**config.mk**
```make
export PLATFORM = sky130hd
export DESIGN_NAME = scan_gate_ctrl
export DESIGN_NICKNAME = d
export VERILOG_FILES = /design/src/rtl/scan_gate_pkg.sv /design/src/rtl/scan_gate_ready.sv /design/src/rtl/scan_gate_phase.sv /design/src/rtl/scan_gate_strobe.sv /design/src/rtl/scan_gate_ctrl.sv
export SDC_FILE = /design/constraint.sdc
export NUM_CORES = 1
export LEC_CHECK = 0
export BUFFER_PORTS_ARGS = -buffer_cell sky130_fd_sc_hd__buf_4
export CAP_MARGIN = 5
export CORE_AREA = 2 2 39 41
export DETAILED_ROUTE_END_ITERATION = 10
export DIE_AREA = 0 0 41 43
export GPL_TIMING_DRIVEN = 0
export HOLD_SLACK_MARGIN = 0.1
export SLEW_MARGIN = 20
export SYNTH_ARGS = -nofsm -noshare
export SYNTH_HDL_FRONTEND = slang
export SYNTH_SLANG_ARGS = --single-unit
```
**constraint.sdc**
```tcl
create_clock -name clk -period 1.1 [get_ports clk]
set_clock_uncertainty 0.1 [all_clocks]
set_input_delay 0 -clock clk [delete_from_list [all_inputs] [get_ports clk]]
set_output_delay 0 -clock clk [all_outputs]
set_load 0.02 [all_outputs]
```
**src/rtl/scan_gate_pkg.sv**
```systemverilog
// Package: shared constants for the scan clock gating controller.
// Assumes channel bit positions are fixed; neighbouring storage decodes them.
package scan_gate_pkg;
    localparam int NUM_OUT = 3;
    localparam int NUM_IN  = 1;
    localparam int NUM_CH  = NUM_OUT + NUM_IN;
    localparam int CH_DOUT = 0;
    localparam int CH_SEL0 = 1;
    localparam int CH_SEL1 = 2;
    localparam int CH_DIN  = 3;
endpackage

```
**src/rtl/scan_gate_ready.sv**
```systemverilog
// Module: combines enables, ready flags and counter state into one go flag.
// Assumes all inputs are synchronous to the system clock. Purely combinational.
module scan_gate_ready #(
    parameter int NCH = 4
) (
    input  logic [NCH-1:0] chan_en,
    input  logic [NCH-1:0] chan_rdy,
    input  logic           cnt_en,
    input  logic           cnt_done,
    output logic           go
);
    logic [NCH-1:0] ch_ok;
    logic           any_part;
    logic           cnt_ok;

    // Per channel: a disabled channel never blocks, an enabled one must be ready.
    for (genvar i = 0; i < NCH; i++) begin : g_ok
        assign ch_ok[i] = ~chan_en[i] | chan_rdy[i];
    end

    // Go when someone participates, all are ready and the counter is not finished.
    always_comb begin
        any_part = (|chan_en) | cnt_en;
        cnt_ok   = ~(cnt_en & cnt_done);
        go       = any_part & (&ch_ok) & cnt_ok;
    end
endmodule

```
**src/rtl/scan_gate_phase.sv**
```systemverilog
// Module: test clock phase register and running status.
// Assumes a pulse may start only from the low phase; a high phase always ends after one cycle.
module scan_gate_phase (
    input  logic clk,
    input  logic rst_n,
    input  logic go,
    output logic fire,
    output logic tck,
    output logic running
);
    logic tck_q;
    logic run_q;

    // A pulse starts when the clock is low and pacing allows it.
    assign fire = ~tck_q & go;

    // Phase toggle: rise on fire, always fall after a high cycle.
    always_ff @(posedge clk) begin
        if (!rst_n) tck_q <= 1'b0;
        else        tck_q <= fire;
    end

    // Status updates only at low-phase decisions.
    always_ff @(posedge clk) begin
        if (!rst_n)      run_q <= 1'b0;
        else if (!tck_q) run_q <= go;
    end

    assign tck     = tck_q;
    assign running = run_q;
endmodule

```
**src/rtl/scan_gate_strobe.sv**
```systemverilog
// Module: per-channel shift strobes and counter tick, aligned with the high phase.
// Assumes enables are sampled at the same edge that starts the pulse.
module scan_gate_strobe #(
    parameter int NCH = 4
) (
    input  logic           clk,
    input  logic           rst_n,
    input  logic           fire,
    input  logic [NCH-1:0] chan_en,
    input  logic           cnt_en,
    output logic [NCH-1:0] shift_stb,
    output logic           cnt_tick
);
    // One strobe register per channel, generated.
    for (genvar i = 0; i < NCH; i++) begin : g_stb
        logic stb_q;
        // Strobe the channel when a pulse starts and the channel is enabled.
        always_ff @(posedge clk) begin
            if (!rst_n) stb_q <= 1'b0;
            else        stb_q <= fire & chan_en[i];
        end
        assign shift_stb[i] = stb_q;
    end

    logic tick_q;
    // Counter tick with each pulse started while the counter participates.
    always_ff @(posedge clk) begin
        if (!rst_n) tick_q <= 1'b0;
        else        tick_q <= fire & cnt_en;
    end
    assign cnt_tick = tick_q;
endmodule

```
**src/rtl/scan_gate_ctrl.sv**
```systemverilog
// Module: top of the scan clock gating controller.
// Stops and restarts the test clock from channel readiness and counter state.
// Assumes all inputs are synchronous to clk; tck runs at half the clk rate at most.
module scan_gate_ctrl
    import scan_gate_pkg::*;
#(
    parameter int NCH = NUM_CH
) (
    input  logic           clk,
    input  logic           rst_n,
    input  logic [NCH-1:0] chan_en,
    input  logic [NCH-1:0] chan_rdy,
    input  logic           cnt_en,
    input  logic           cnt_done,
    output logic           tck,
    output logic [NCH-1:0] shift_stb,
    output logic           cnt_tick,
    output logic           tck_running
);
    logic go;
    logic fire;

    scan_gate_ready #(.NCH(NCH)) u_ready (
        .chan_en (chan_en),
        .chan_rdy(chan_rdy),
        .cnt_en  (cnt_en),
        .cnt_done(cnt_done),
        .go      (go)
    );

    scan_gate_phase u_phase (
        .clk    (clk),
        .rst_n  (rst_n),
        .go     (go),
        .fire   (fire),
        .tck    (tck),
        .running(tck_running)
    );

    scan_gate_strobe #(.NCH(NCH)) u_strobe (
        .clk      (clk),
        .rst_n    (rst_n),
        .fire     (fire),
        .chan_en  (chan_en),
        .cnt_en   (cnt_en),
        .shift_stb(shift_stb),
        .cnt_tick (cnt_tick)
    );
endmodule

```
==> out/metrics.yaml, run 1 <==
syn_nets: 42
die_w_um: 41
worstSetupPathType: "in -> reg"
syn_to_final_growth_pct: 86.1
synth.ff_latch_count: 7
path_cells: "dlygate4sd3_1 > buf_4 > nand3b_1 > buf_4 > nor3_1"
place_area_sq_um: 460
p_leak_nw: 0.264
clockRootBuffer: "clkbuf_4"
postSynthCellCount: 30
initial_core_util: 0.221
fmax_ghz: 0.949
cp-end-kind: "flip-flop"
avgSynthCellArea_sq_um: 10.2
vias_per_cell: 4.20
slew_viol_final: 0
finalHoldViolCount: 3
dp_slack_ps: 1.88
worstMarginPinSlew_ps: 429
p_seq_frac: 0.433
max-clock-path-buffers: 2
fin_crit_sh: 0.958
fin_util: 0.410
clkSlewWorstSetupHoldPaths_ps: 50
p_int_mw: 0.481
switchingPower_mw: 0.141
dp_cells: 64
vdd_drop_max_uv: 353
drt_wl_total_um: 574
tns_ps: 0
rows: 14
cts_tree: "done"
violations: "negative hold slack"
nets: 72
critPathSlowestCell: "dlygate4sd3_1"
grt_pass1_wl_um: 897
netlist_area_sq_um: 305
cts_made_buffers: 3
drive_gt1_frac: 0.593
cp-start-kind: "input port"
grt_pass1_vias: 252
die_h_um: 43
yosysWarnings: 0
grt_usage: 0.0794
ys_seq_area_frac: 0.459
drc: 0
worstPathRequired_ps: 1110
sw_frac_of_total: 0.226
clock_sinks: 7
stdcell_area_sq_um: 568
crit_path_max_fanout: 5
combPwrFrac: 0.215
min_path_type: "in -> reg"
htreeDepth: 1
gp_congestion: 0.758
layout_min_cycle_time_ps: 1050
gr-total-overflow: 0
layout_commonest_cell: "buf_4"
clk_latency_ps: 240
cap_violations: 0
finalSetupViolCount: 0
ys_types: 14
wl_per_cell_um: 7.65
antennaDiodeCount: 0
core-area_sq_mm: 0.00138
vias: 315
grt_max_degree: 8
stdcell_count: 75
p_per_area_mw_per_mm2: 1090
status: "finished, violations left"
drt.antenna.violating_nets: 0
cpPeakStageDelay_ps: 530
pwr-share-clk: 0.353
final_cell_mix: "24 x buf_4, 6 x dfxtp_1, 5 x dlygate4sd3_1"
cp_data_arrival_time_ps: 1070
grt_antenna_before_repair: 0
hold_slack_ps: -38.3
crit_path_frequent_cell: "buf_4"
setup_ws_ps: 46.2
die-area_sq_mm: 0.00176
drt_iter0_markers: 2
boundaryPins: 19
firstDrtPassIters: 2
report.power.total_mw: 0.621
grt_setup_unrepaired: "true"
port_buffers: 18
slew_headroom: 0.714
power by group through the flow:
stage	sequential, mW	clock, mW	combinational (mW)
6_report	0.269	0.219	0.133
5_1_grt	0.270	0.255	0.144
4_1_cts	0.268	0.231	0.127
3_5_place_dp	0.273	0	0.108
3_3_place_gp	0.273	0	0.107
2_1_floorplan	0.280	0	0.0459
state kept, by name, indices dropped and copies added, names as in the netlist:
signal and count:
u_strobe.g_stb.stb_q 4, u_phase.running 1, u_phase.tck 1, u_strobe.cnt_tick 1
synthesized netlist by cell type (all sizes together):
cell type | n | area, sq um
buf | 4 | 30.0
dfxtp | 7 | 140
inv | 3 | 11.3
nand2 | 1 | 3.75
nand2b | 2 | 12.5
nand3 | 1 | 5.00
nand3b | 1 | 7.51
nor2 | 1 | 11.3
nor3 | 4 | 20.0
nor4b | 2 | 17.5
o2111ai | 1 | 15.0
o31ai | 1 | 12.5
or2b | 1 | 7.51
or4 | 1 | 11.3
layout make-up:
type | count | area, sq um
fillers | 147 | 816
repair buffers | 25 | 200
flip-flops and latches | 7 | 141
multi-input cells | 16 | 139
plain buffers | 4 | 30.0
clock buffers | 4 | 26.3
well taps | 16 | 20.0
inverters | 3 | 11.3
worst paths after layout:
kind | startpoint | depth (start not counted) | slack [ps] | end
setup reg to reg | u_phase.tck$_SDFF_PN0_ | 3 | 50 | u_strobe.g_stb[0].stb_q$_SDFF_PN0_
hold / removal | chan_en[1] | 2 | -40 | u_strobe.g_stb[1].stb_q$_SDFF_PN0_
hold reg to reg | u_phase.running$_SDFFE_PN0N_ | 2 | 380 | u_phase.running$_SDFFE_PN0N_
setup / recovery | rst_n | 5 | 50 | u_strobe.g_stb[0].stb_q$_SDFF_PN0_
worst max-delay path: cells and delay by family:
kind | cells | cell delay [ps]
buf+inv | 3 | 830
simple gates | 2 | 230
routing by layer:
| metal | wire length [um] | vias to the layer above | global-route usage |
|---|---|---|---|
| met2 | 287 | 15 | 0.116 |
| li1 | - | 160 | - |
| met4 | 0 | 0 | 0.0800 |
| met3 | 61 | 0 | 0.0314 |
| met5 | 0 | - | 0 |
| met1 | 225 | 140 | 0.0774 |
what timing repair did:
action	CTS	global route
buffers inserted	2	0
hold buffers	4	1
resized for setup	0	4
cloned	0	0
endpoints found under the hold margin	7	7
endpoints found under the setup margin	1	6
pin swaps	0	1
kinds of logic (layout without fill, tap and decap cells):
group | count (synthesis) | in the layout | synth area share
and+or+nand+nor | 14 | 14 | 0.316
DFF | 7 | 7 | 0.459
buffers and inverters | 7 | 36 | 0.135
AOI/OAI and AO/OA | 2 | 2 | 0.0901
(Power assumes the default switching activity.)
==> run 2: changes to the inputs <==
--- a/config.mk
+++ b/config.mk
@@ -12,6 +12,7 @@
 export DIE_AREA = 0 0 41 43
 export GPL_TIMING_DRIVEN = 0
 export HOLD_SLACK_MARGIN = 0.1
+export SETUP_SLACK_MARGIN = 0.1
 export SLEW_MARGIN = 20
 export SYNTH_ARGS = -nofsm -noshare
 export SYNTH_HDL_FRONTEND = slang
==> constraint.sdc (replaced) <==
create_clock -name clk -period 1 [get_ports clk]
set_clock_uncertainty 0.1 [all_clocks]
set_input_delay 0 -clock clk [delete_from_list [all_inputs] [get_ports clk]]
set_output_delay 0 -clock clk [all_outputs]
set_load 0.02 [all_outputs]
==> run 2 against run 1 <==
The run ends with negative hold slack, negative setup slack left. Largest cell class unchanged. Final area grew 9.7%. Final cell count grew 1.3%. Combinational power grew 36%. Count of clock-buffer cells in the layout is the same. Hold slack lost 13 ps. Critical path type is now reg -> reg.
==> out/metrics.yaml, run 2 (same netlist as run 1, synthesis figures left out) <==
status: "finished, violations left"
violations: "negative hold slack, negative setup slack"
grt_max_degree: 8
fillerInstances: 129
vias: 339
grt_pass1_vias: 289
cts_tree: "done"
cp-end-kind: "flip-flop"
final_cell_mix: "16 x buf_4, 9 x buf_6, 5 x dlygate4sd3_1, 5 x dfxtp_1"
cts_made_buffers: 3
nets: 73
port_buffers: 18
critPathSlowestCell: "dfxtp_2"
timing.rr.end: "u_strobe.cnt_tick$_SDFF_PN0_"
drt_wl_total_um: 831
grt_antenna_before_repair: 0
syn_to_final_growth_pct: 104
hpwl_um: 471
wl_per_cell_um: 10.9
firstDrtPassIters: 4
hold_depth: 3
hold_slack_ps: -51.2
cpPeakStageDelay_ps: 320
p_leak_nw: 0.279
rows: 14
drive_gt1_frac: 0.650
worstSetupPathType: "reg -> reg"
reg2reg_slack_ps: -40
boundaryPins: 19
whs_endpoint: "u_phase.running$_SDFFE_PN0N_"
gp_congestion: 0.769
drt_iter0_markers: 3
die-area_sq_mm: 0.00176
worstMarginPinSlew_ps: 479
htreeDepth: 1
crit_path_max_fanout: 7
die_w_um: 41
grt_setup_unrepaired: "true"
clk_latency_ps: 250
vias_per_cell: 4.46
path_buf_inv: 2
cp-start-kind: "flip-flop"
fin_crit_sh: 1.04
grt_usage: 0.0975
clockRootBuffer: "clkbuf_4"
hp-start: "rst_n"
cap_violations: 0
setup_ws_ps: -44.5
finalHoldViolCount: 2
r2r-start: "u_phase.tck$_SDFF_PN0_"
report.power.total_mw: 0.734
max-clock-path-buffers: 2
r2r_cells: 4
finalSetupViolCount: 6
tns_ps: -137
slew_headroom: 0.681
cp_data_arrival_time_ps: 1110
crit_path_frequent_cell: "buf_6"
layout_min_cycle_time_ps: 1040
p_per_area_mw_per_mm2: 1180
drt.antenna.violating_nets: 0
path_cells: "nand3b_1 > buf_6 > buf_6 > nor3_2"
crit_family: "flip-flops"
die_h_um: 43
grt_pass1_wl_um: 1100
clock_sinks: 7
largest_register: "u_strobe.g_stb.stb_q"
min_path_type: "in -> reg"
largest_reg_flops: 4
drc: 0
worstPathRequired_ps: 1070
core-area_sq_mm: 0.00138
fmax_ghz: 0.957
slew_viol_final: 0
antennaDiodeCount: 0
clkSlewWorstSetupHoldPaths_ps: 50
layout_commonest_cell: "buf_4"
gr-total-overflow: 0
vdd_drop_max_uv: 435
initial_core_util: 0.221
-- run 2: layer usage --
metal	vias up	GRT usage	share of wire
li1	161	-	-
met1	149	0.100	0.37
met2	22	0.150	0.51
met3	7	0.0157	0.076
met4	0	0.100	0.047
met5	-	0	0
-- run 2: layout make-up --
cell class | instances | area (sq um) | area share
plain buffers | 1 | 7.51 | 0.0120
repair buffers | 29 | 264 | 0.424
flip-flops and latches | 7 | 143 | 0.229
well taps | 16 | 20.0 | 0.0321
inverters | 3 | 11.3 | 0.0181
multi-input cells | 16 | 151 | 0.243
clock buffers | 4 | 26.3 | 0.0422
-- run 2: worst register-to-register path, delay by kind of cell (launching register included) --
family	cells	cell delay, ps
flops	1	320
simple gates	2	280
buf+inv	2	260
-- run 2: worst max path at each step --
stage                      startpoint                            endpoint  slack, ps  cells after the start
6_report       u_phase.tck$_SDFF_PN0_        u_strobe.cnt_tick$_SDFF_PN0_        -40                      4
2_1_floorplan  u_phase.tck$_SDFF_PN0_  u_strobe.g_stb[1].stb_q$_SDFF_PN0_        -70                      2
3_5_place_dp   u_phase.tck$_SDFF_PN0_  u_strobe.g_stb[1].stb_q$_SDFF_PN0_       -130                      2
5_1_grt        u_phase.tck$_SDFF_PN0_        u_strobe.cnt_tick$_SDFF_PN0_        -80                      4
4_1_cts        u_phase.tck$_SDFF_PN0_              u_phase.tck$_SDFF_PN0_          6                      4
3_3_place_gp   u_phase.tck$_SDFF_PN0_  u_strobe.g_stb[1].stb_q$_SDFF_PN0_       -150                      2
-- run 2: power by group --
| group | total (mW) | switching, mW | internal (mW) |
|---|---|---|---|
| Combinational | 0.181 | 0.0742 | 0.107 |
| Clock | 0.257 | 0.105 | 0.152 |
| Sequential | 0.296 | 0.00480 | 0.292 |
| Total | 0.734 | 0.184 | 0.551 |
-- run 2: what timing repair did --
action                                  4_1_cts  5_1_grt
hold endpoints to repair                      7        5
pin swaps                                     1        0
resized for setup                            10        5
setup buffers                                 4        2
hold buffers                                  2        3
endpoints found under the setup margin       11       11
-- run 2: through the flow --
step                 util  cell area, sq um  worst slack (ps)  hold WS (ps)  instances
CTS                 0.421               583              5.52         -62.3         74
global route        0.450               623             -81.4         -56.8         76
finish              0.450               623             -44.5         -51.2         76
global placement    0.334               462              -146           159         64
floorplan               -               307             -72.6          20.1         30
detailed placement  0.334               462              -127           160         64
